File: src/rtl/lreq_pkg.sv
package lreq_pkg;
  localparam int unsigned TYPE_W = 3;
  localparam logic [TYPE_W-1:0] CODE_RD = 3'b100;
  localparam logic [TYPE_W-1:0] CODE_WR = 3'b101;

  typedef enum logic [1:0] {K_BUS, K_RD, K_WR} kind_e;
  typedef enum logic [1:0] {S_IDLE, S_TYPE, S_BODY} state_e;
endpackage

File: src/rtl/lreq_shreg.sv
module lreq_shreg #(
  parameter int unsigned W = 12
) (
  input  logic         clk_i,
  input  logic         rst_ni,
  input  logic         shift_i,
  input  logic         bit_i,
  output logic [W-1:0] q_o
);
  logic [W-1:0] q_q;

  always_ff @(posedge clk_i or negedge rst_ni) begin
    if (!rst_ni)      q_q <= '0;
    else if (shift_i) q_q <= {q_q[W-2:0], bit_i};
  end

  assign q_o = q_q;
endmodule

File: src/rtl/lreq_ctrl.sv
module lreq_ctrl
  import lreq_pkg::*;
#(
  parameter int unsigned FIELD_W = 3,
  parameter int unsigned ADDR_W  = 4,
  parameter int unsigned DATA_W  = 8
) (
  input  logic              clk_i,
  input  logic              rst_ni,
  input  logic              lreq_i,
  input  logic [TYPE_W-2:0] type_hist_i,
  output logic              shift_o,
  output logic              fin_o,
  output logic              stop_ok_o,
  output kind_e             kind_o,
  output logic [TYPE_W-1:0] code_o
);
  localparam int unsigned BUS_LAST = TYPE_W + FIELD_W + 1;
  localparam int unsigned RD_LAST  = TYPE_W + ADDR_W + 1;
  localparam int unsigned WR_LAST  = TYPE_W + ADDR_W + DATA_W + 1;
  localparam int unsigned CNT_W    = $clog2(WR_LAST + 1);

  state_e            st_q;
  logic [CNT_W-1:0]  cnt_q, last_q;
  kind_e             kind_q;
  logic [TYPE_W-1:0] code_q;
  logic [TYPE_W-1:0] code_now;

  assign code_now  = {type_hist_i, lreq_i};
  assign fin_o     = (st_q == S_BODY) && (cnt_q == last_q);
  assign stop_ok_o = !lreq_i;
  assign shift_o   = (st_q == S_TYPE) || ((st_q == S_BODY) && (cnt_q != last_q));
  assign kind_o    = kind_q;
  assign code_o    = code_q;

  always_ff @(posedge clk_i or negedge rst_ni) begin
    if (!rst_ni) begin
      st_q   <= S_IDLE;
      cnt_q  <= '0;
      last_q <= '0;
      kind_q <= K_BUS;
      code_q <= '0;
    end else begin
      case (st_q)
        S_IDLE: if (lreq_i) begin
          st_q  <= S_TYPE;
          cnt_q <= CNT_W'(1);
        end
        S_TYPE: begin
          cnt_q <= cnt_q + 1'b1;
          if (cnt_q == CNT_W'(TYPE_W)) begin
            code_q <= code_now;
            st_q   <= S_BODY;
            // frame length is decided here, on the last type bit
            if (!code_now[TYPE_W-1]) begin
              kind_q <= K_BUS;
              last_q <= CNT_W'(BUS_LAST);
            end else if (code_now == CODE_RD) begin
              kind_q <= K_RD;
              last_q <= CNT_W'(RD_LAST);
            end else if (code_now == CODE_WR) begin
              kind_q <= K_WR;
              last_q <= CNT_W'(WR_LAST);
            end else begin
              st_q <= S_IDLE;
            end
          end
        end
        S_BODY: begin
          if (cnt_q == last_q) st_q <= S_IDLE;
          else                 cnt_q <= cnt_q + 1'b1;
        end
        default: st_q <= S_IDLE;
      endcase
    end
  end
endmodule

File: src/rtl/lreq_out.sv
module lreq_out
  import lreq_pkg::*;
#(
  parameter int unsigned FIELD_W = 3,
  parameter int unsigned ADDR_W  = 4,
  parameter int unsigned DATA_W  = 8,
  parameter int unsigned NBUS    = 4,
  localparam int unsigned SR_W   = ADDR_W + DATA_W
) (
  input  logic               clk_i,
  input  logic               rst_ni,
  input  logic               fin_i,
  input  logic               stop_ok_i,
  input  kind_e              kind_i,
  input  logic [TYPE_W-1:0]  code_i,
  input  logic [SR_W-1:0]    sr_i,
  output logic [NBUS-1:0]    bus_stb_o,
  output logic               rd_o,
  output logic               wr_o,
  output logic               err_o,
  output logic [FIELD_W-1:0] field_o,
  output logic [ADDR_W-1:0]  addr_o,
  output logic [DATA_W-1:0]  data_o
);
  logic acc;
  assign acc = fin_i && stop_ok_i;

  for (genvar g = 0; g < NBUS; g++) begin : g_bus
    always_ff @(posedge clk_i or negedge rst_ni) begin
      if (!rst_ni) bus_stb_o[g] <= 1'b0;
      else         bus_stb_o[g] <= acc && (kind_i == K_BUS) && (code_i == TYPE_W'(g));
    end
  end

  always_ff @(posedge clk_i or negedge rst_ni) begin
    if (!rst_ni) begin
      rd_o    <= 1'b0;
      wr_o    <= 1'b0;
      err_o   <= 1'b0;
      field_o <= '0;
      addr_o  <= '0;
      data_o  <= '0;
    end else begin
      rd_o  <= acc && (kind_i == K_RD);
      wr_o  <= acc && (kind_i == K_WR);
      err_o <= fin_i && !stop_ok_i;
      if (acc) begin
        case (kind_i)
          K_BUS: field_o <= sr_i[FIELD_W-1:0];
          K_RD:  addr_o  <= sr_i[ADDR_W-1:0];
          K_WR: begin
            addr_o <= sr_i[DATA_W +: ADDR_W];
            data_o <= sr_i[DATA_W-1:0];
          end
          default: ;
        endcase
      end
    end
  end
endmodule

File: src/rtl/lreq_rx.sv
module lreq_rx
  import lreq_pkg::*;
#(
  parameter int unsigned FIELD_W = 3,
  parameter int unsigned ADDR_W  = 4,
  parameter int unsigned DATA_W  = 8
) (
  input  logic               clk_i,
  input  logic               rst_ni,
  input  logic               lreq_i,
  output logic               imm_req_o,
  output logic               iso_req_o,
  output logic               pri_req_o,
  output logic               fair_req_o,
  output logic [FIELD_W-1:0] bus_field_o,
  output logic               rd_req_o,
  output logic               wr_req_o,
  output logic [ADDR_W-1:0]  reg_addr_o,
  output logic [DATA_W-1:0]  wr_data_o,
  output logic               frame_err_o
);
  localparam int unsigned SR_W = ADDR_W + DATA_W;
  localparam int unsigned NBUS = 4;

  logic              shift, fin, stop_ok;
  kind_e             kind;
  logic [TYPE_W-1:0] code;
  logic [SR_W-1:0]   sr;
  logic [NBUS-1:0]   bus_stb;

  lreq_shreg #(.W(SR_W)) u_shreg (
    .clk_i, .rst_ni, .shift_i(shift), .bit_i(lreq_i), .q_o(sr)
  );

  lreq_ctrl #(.FIELD_W(FIELD_W), .ADDR_W(ADDR_W), .DATA_W(DATA_W)) u_ctrl (
    .clk_i, .rst_ni, .lreq_i,
    .type_hist_i(sr[TYPE_W-2:0]),
    .shift_o(shift), .fin_o(fin), .stop_ok_o(stop_ok),
    .kind_o(kind), .code_o(code)
  );

  lreq_out #(.FIELD_W(FIELD_W), .ADDR_W(ADDR_W), .DATA_W(DATA_W), .NBUS(NBUS)) u_out (
    .clk_i, .rst_ni, .fin_i(fin), .stop_ok_i(stop_ok),
    .kind_i(kind), .code_i(code), .sr_i(sr),
    .bus_stb_o(bus_stb), .rd_o(rd_req_o), .wr_o(wr_req_o), .err_o(frame_err_o),
    .field_o(bus_field_o), .addr_o(reg_addr_o), .data_o(wr_data_o)
  );

  assign imm_req_o  = bus_stb[0];
  assign iso_req_o  = bus_stb[1];
  assign pri_req_o  = bus_stb[2];
  assign fair_req_o = bus_stb[3];
endmodule

File: config.mk
export PLATFORM = sky130hd
export DESIGN_NAME = lreq_rx
export DESIGN_NICKNAME = d
export VERILOG_FILES = /design/src/rtl/lreq_pkg.sv /design/src/rtl/lreq_shreg.sv /design/src/rtl/lreq_ctrl.sv /design/src/rtl/lreq_out.sv /design/src/rtl/lreq_rx.sv
export SDC_FILE = /design/constraint.sdc
export NUM_CORES = 1
export LEC_CHECK = 0
export ABC_AREA = 0
export BUFFER_PORTS_ARGS = -buffer_cell sky130_fd_sc_hd__buf_2
export CORE_ASPECT_RATIO = 0.6
export CORE_MARGIN = 2
export CORE_UTILIZATION = 45
export DETAILED_ROUTE_END_ITERATION = 12
export PLACE_DENSITY_LB_ADDON = 0.15
export SYNTH_ARGS = -nofsm -noshare
export SYNTH_HDL_FRONTEND = slang
export SYNTH_SLANG_ARGS = --single-unit
File: constraint.sdc
create_clock -name clk_i -period 4 [get_ports clk_i]
set_clock_uncertainty 0.15 [all_clocks]
set_input_delay 0.6 -clock clk_i [delete_from_list [all_inputs] [get_ports clk_i]]
set_output_delay 0.6 -clock clk_i [all_outputs]
set_load 0.05 [all_outputs]
# After elaboration in Yosys (flattened, before gate mapping)
# Cells that the tools add are included.
[word_totals]
mem_count = 0
latch_bits = 0
register_bits = 51
ram_bits = 0
romBits = 0
word_cells = 76
[classes]
n_reduce_logical = 25
n_shift = 0
n_addsub = 1
n_mul = 0
bitwise_logic = 0
n_eq_ne = 17
n_lt_le_gt_ge = 0
n_mux = 17
n_div = 0
[op_table]
columns = ["cell", "n"]
rows = [
  ["$mux 5", 5],
  ["$mux 2", 9],
  ["$pmux 5 s3", 1],
  ["$logic_and 1x1->1", 11],
  ["$reduce_and 3->1", 3],
  ["$ne 2x2->1 const B", 4],
  ["$pmux 4 s2", 1],
  ["$reduce_and 2->1", 4],
  ["$eq 3x2->1 const B", 2],
  ["$eq 3x3->1 const B", 2],
  ["$pmux 2 s3", 1],
  ["$add 5x1->5 const B", 1],
  ["$eq 5x2->1 const B", 1],
  ["$eq 5x5->1", 1],
  ["$ne 5x5->1", 1],
  ["$eq 2x1->1 const B", 2],
  ["$eq 2x2->1 const B", 2],
  ["$logic_not 2->1", 2],
  ["$eq 3x1->1 const B", 1],
  ["$logic_not 3->1", 1],
  ["$ne 3x1->1 const B", 1],
  ["$reduce_bool 3->1", 1],
  ["$reduce_bool 2->1", 1],
  ["$logic_not 1->1", 1],
  ["$logic_or 1x1->1", 1],
]

# Longest topological paths before layout
[logic_depth]
word_depth = 6
ltp_mapped = 6
ltp_nobuf = 6

# Modules after synthesis
# A second synthesis with hierarchy kept.
[hier_totals]
cells_unflattened = 167
hier_area_um2 = 2183.3
[by_module_without_submodules]
columns = ["module", "cells_each", "area_each_um2", "instances"]
rows = [
  ["lreq_out", 65, 908.4, 1],
  ["lreq_ctrl", 77, 790.8, 1],
  ["lreq_shreg", 25, 484.2, 1],
]

# Least setup slack after synthesis
# No wires, ideal clock.
[synth_timing]
path_kind = "reg2reg"
start = "register u_ctrl.cnt_q[2]"
end = "register u_out.data_o[0]"
setup_time_ns = 0.125
stages_incl_launch_ff = 6
t_required_ns = 3.725
arrival_time_ns = 1.706
slack_ns = 2.019
path_cell_list = "dfrtp_1 nor4_4 o2111ai_4 nor3b_2 buf_6 mux2_2"
[synth_between]
elab_chain_cells = 4
[synth_lines]
columns = ["item", "line_no", "rtl"]
rows = [
  ["from (decl)", "lreq_ctrl.sv:24", "logic [CNT_W-1:0] cnt_q, last_q;"],
  ["from (signal assigned)", "lreq_ctrl.sv:50", "cnt_q <= cnt_q + 1'b1;"],
  ["from (signal assigned)", "lreq_ctrl.sv:71", "else cnt_q <= cnt_q + 1'b1;"],
  ["$eq 5x5->1", "lreq_ctrl.sv:30", "assign fin_o = (st_q == S_BODY) && (cnt_q == last_q);"],
  ["$logic_and 1x1->1", "lreq_ctrl.sv:30", ""],
  ["$logic_and 1x1->1", "lreq_out.sv:26", "assign acc = fin_i && stop_ok_i;"],
  ["$reduce_and 2->1 (no line)", "n/a", ""],
  ["to (signal assigned)", "lreq_out.sv:53", "data_o <= sr_i[DATA_W-1:0];"],
  ["to (decl)", "lreq_out.sv:23", "output logic [DATA_W-1:0] data_o"],
]
# Every way passes these cells.
# A chain may end at the register's enable or synchronous reset.

# Worst setup path after layout
[layout_timing]
start = "register u_ctrl.cnt_q[2]"
end = "register u_out.data_o[7]"
# The elaborated chain is that of the path after synthesis.

==> impl_metrics.csv <==
group,metric,value,unit
sta,setup_ws,1541,ps
power,powerDensity,761.0,nW/um2
sta,fin_hold_ws,327.0,ps
yosys,yosysWarnings,0,
yosys,synthCells,155,
sta,fmax,0.4066,GHz
sta,rsz0062_at_grt,"false",
cts,postCtsSetupBuffers,0,
critical_path,r2r_end,"u_out.data_o[7]",
routing,postRouteWirelength,4.002,mm
finish,drive_gt1_share,41.99,%
cts,cts_root_buf,"clkbuf_8",
critical_path,cp_max_fo,9,
sta,finalHoldViolCount,0,
placed_design,place_congestion,0.8717,
finish,n_antenna_cell,0,
routing,dr_total_vias,1322,
cts,cts_tree,"yes",
critical_path,cp-start-kind,"register",
placed_design,place.port_buffers,24,
min_path,hold_path_class,"input port to async pin",
critical_path,reg2reg_from,"u_ctrl.cnt_q[2]",
sta,fin_setup_tns,0,ps
die,ios,25,
die,initial_core_util,46.96,%
cts,clock_sinks,47,
yosys,synth.avg_cell_area,13.90,um2
die,die_area,5376,um2
critical_path,reg2reg_depth,4,
power,clockPowerShare,18.1,%
cts,numCtsBuffers,5,
power,p_sw,699.7,uW
grt,grtUsageTotal,16.55,%
yosys,synth-xor-area-share,0.8130,%
sta,slew_headroom,32.97,%
grt,grt_pass1_vias,1315,
yosys,synthSimpleGateAreaFrac,11.96,%
placed_design,dp_hpwl,2.820,mm
yosys,synth-seq-cells,47,
die,dieHeight,57.60,um
power,ir_worst_vdd,0.0002912,V
cts,cts_resized,0,
die,rows,19,
finish,area_growth,12.72,%
cts,htreeDepth,2,
power,p_int,1.149,mW
power,swShare,37.86,%
cts,cts_buffer_depth,2,
sta,layout_min_cycle_time,2459,ps
yosys,synthMuxAreaShare,19.22,%
cts,ctsHoldBuffers,0,
grt,grt-ovfl-total,0,
grt,antenna_found_initial,0,
flow_run,maxCapViolCount,0,
die,die_w,93.33,um
grt,grt_pass1_wl,6.679,mm
power,power_frac_seq,43.0,%
yosys,synth-compound-area-share,6.504,%
critical_path,crit_required,4020,ps
yosys,synth_nets,165,
critical_path,arrival,2480,ps
yosys,synth_top_family_by_area,"multiplexers",
critical_path,crit_path_end_kind,"register",
critical_path,ff2ff_setup_slack,1540,ps
power,power.total,1.848,mW
power,p_leak,1.189,nW
yosys,synth_cell_type_count,40,
routing,first_pass_iters,4,
routing,wl_per_cell,16.40,um
finish,nNetsFinal,191,
sta,slew_viol_final,0,
cts,clk_latency,290,ps
sta,period_share,61.48,%
routing,via_per_inst,5.418,
routing,ant_nets,0,
routing,drc,0,
yosys,synthAdderAreaFrac,4.065,%
critical_path,critical_path_class,"register to register",
routing,drtIter0Drc,67,
placed_design,pre_cts_slack,1523,ps
sta,finalSetupViolations,0,
die,core_area,4588,um2
yosys,yosysSeqAreaShare,54.59,%
cts,clk_pin_slew,80,ps
yosys,synth.cell_area,2155,um2
sta,max_slew.worst_pin.slew,1005,ps
run_status,status,"completed",
power,combPwrFrac,38.9,%
grt,grt_start_max_net_pins,48,
-- power groups by stage --
stage	Sequential (mW)	Clock (mW)	Combinational, mW
floorplan	0.812	0	0.538
global placement	0.785	0	0.693
detailed placement	0.800	0	0.715
CTS	0.792	0.342	0.722
global route	0.820	0.363	0.795
finish	0.795	0.335	0.719
-- sequential cells by signal, summed over array words and instances (netlist names), 2 cells and up --
register and cells:
u_out.field_o 3, u_ctrl.last_q 2, u_shreg.q_o 12, u_out.data_o 8, u_ctrl.cnt_q 5, u_ctrl.st_q 2
u_ctrl.code_o 3, u_out.addr_o 4, u_out.bus_stb_o 4
-- critical path: stages, from the launching register on --
cell	delay (ps)
dfrtp_1	470
nor4_4	380
o2111ai_4	250
nor3b_2	660
mux2_2	420
-- cell usage after synthesis, drive strengths merged --
library cell  number  area [um2]
o211ai             1       7.510
clkbuf             2       7.510
dfrtp             47        1176
and4               1       11.26
and3b              1       8.760
nor4               2       27.53
o2bb2ai            1       8.760
nor2               2       7.510
nand2              8       30.03
and4b              1       10.01
o21ai              3       15.01
a22o               2       17.52
o31ai              2       15.01
nand3b             1       7.510
inv                8       30.03
xnor2              2       17.52
mux2              35       394.1
nand4b             1       8.760
a221oi             1       15.01
o2111ai            2       35.04
mux2i              2       20.02
and4bb             1       12.51
nor3b              5       65.06
a211o              2       17.52
or3                1       6.260
ha                 7       87.58
nand2b             1       6.260
and3               4       26.28
a21oi              1       8.760
buf                3       23.77
nor4b              1       8.760
nand3              3       15.01
nor2b              1       6.260
-- how the worst max path moves through the flow --
stage                     slack (ps)  cells after the start        startpoint               to
after global routing            1370                      4  u_ctrl.kind_o[0]  u_out.data_o[7]
after CTS                       1530                      4  u_ctrl.kind_o[0]  u_out.data_o[7]
after global placement          1660                      4   u_ctrl.cnt_q[2]  u_out.data_o[6]
after floorplan                 2020                      5   u_ctrl.cnt_q[2]  u_out.data_o[0]
final                           1540                      4   u_ctrl.cnt_q[2]  u_out.data_o[7]
after detailed placement        1520                      4   u_ctrl.cnt_q[2]  u_out.data_o[4]
-- layout by cell type (no fill, tap or decap), types with 2 or more instances in the layout --
cell type  netlist  routed
a22o_1           2       2
nand3_1          3       3
and3_1           3       3
nor3b_1          2       2
o21ai_0          3       3
clkbuf_8         0       5
ha_1             7       7
nor2_1           2       2
xnor2_1          2       2
nand2_1          8       8
nor3b_4          2       2
dfrtp_1         47      47
a211o_1          2       2
inv_1            8       8
o31ai_1          2       2
buf_2            1      24
mux2_2          35      35
mux2i_1          2       2
-- logic make-up (layout without fill, tap and decap cells) --
family          after synthesis  in the layout
flops                        47             47
compound gates               15             15
mux                          37             37
fa+ha+maj                     7              7
simple gates                 34             34
xor+xnor                      2              2
buf+inv                      13             39
-- cell type report --
type	instances	area (um2)
clock buffers	5	68.82
clock inverters	2	37.54
fillers	400	2160
inverters	8	30.03
multi-input cells	95	917.1
flip-flops and latches	47	1176
well taps	63	78.83
repair buffers	24	120.1
-- through the flow --
step / cells / utilization, % / instance area [um2]
floorplan: 155 / - / 2155
global placement: 237 / 50.61 / 2322
detailed placement: 237 / 50.61 / 2322
CTS: 244 / 52.93 / 2429
global route: 244 / 52.93 / 2429
finish: 244 / 52.93 / 2429
-- routing by layer --
layer  vias up  wire, um  global-route usage, %
met4         0        22                  5.042
met5         -         0                      0
li1        608         -                      -
met2        33      1714                  23.64
met1       679      2030                  24.72
met3         2       235                  4.491
Power figures use the tool's default switching activity.
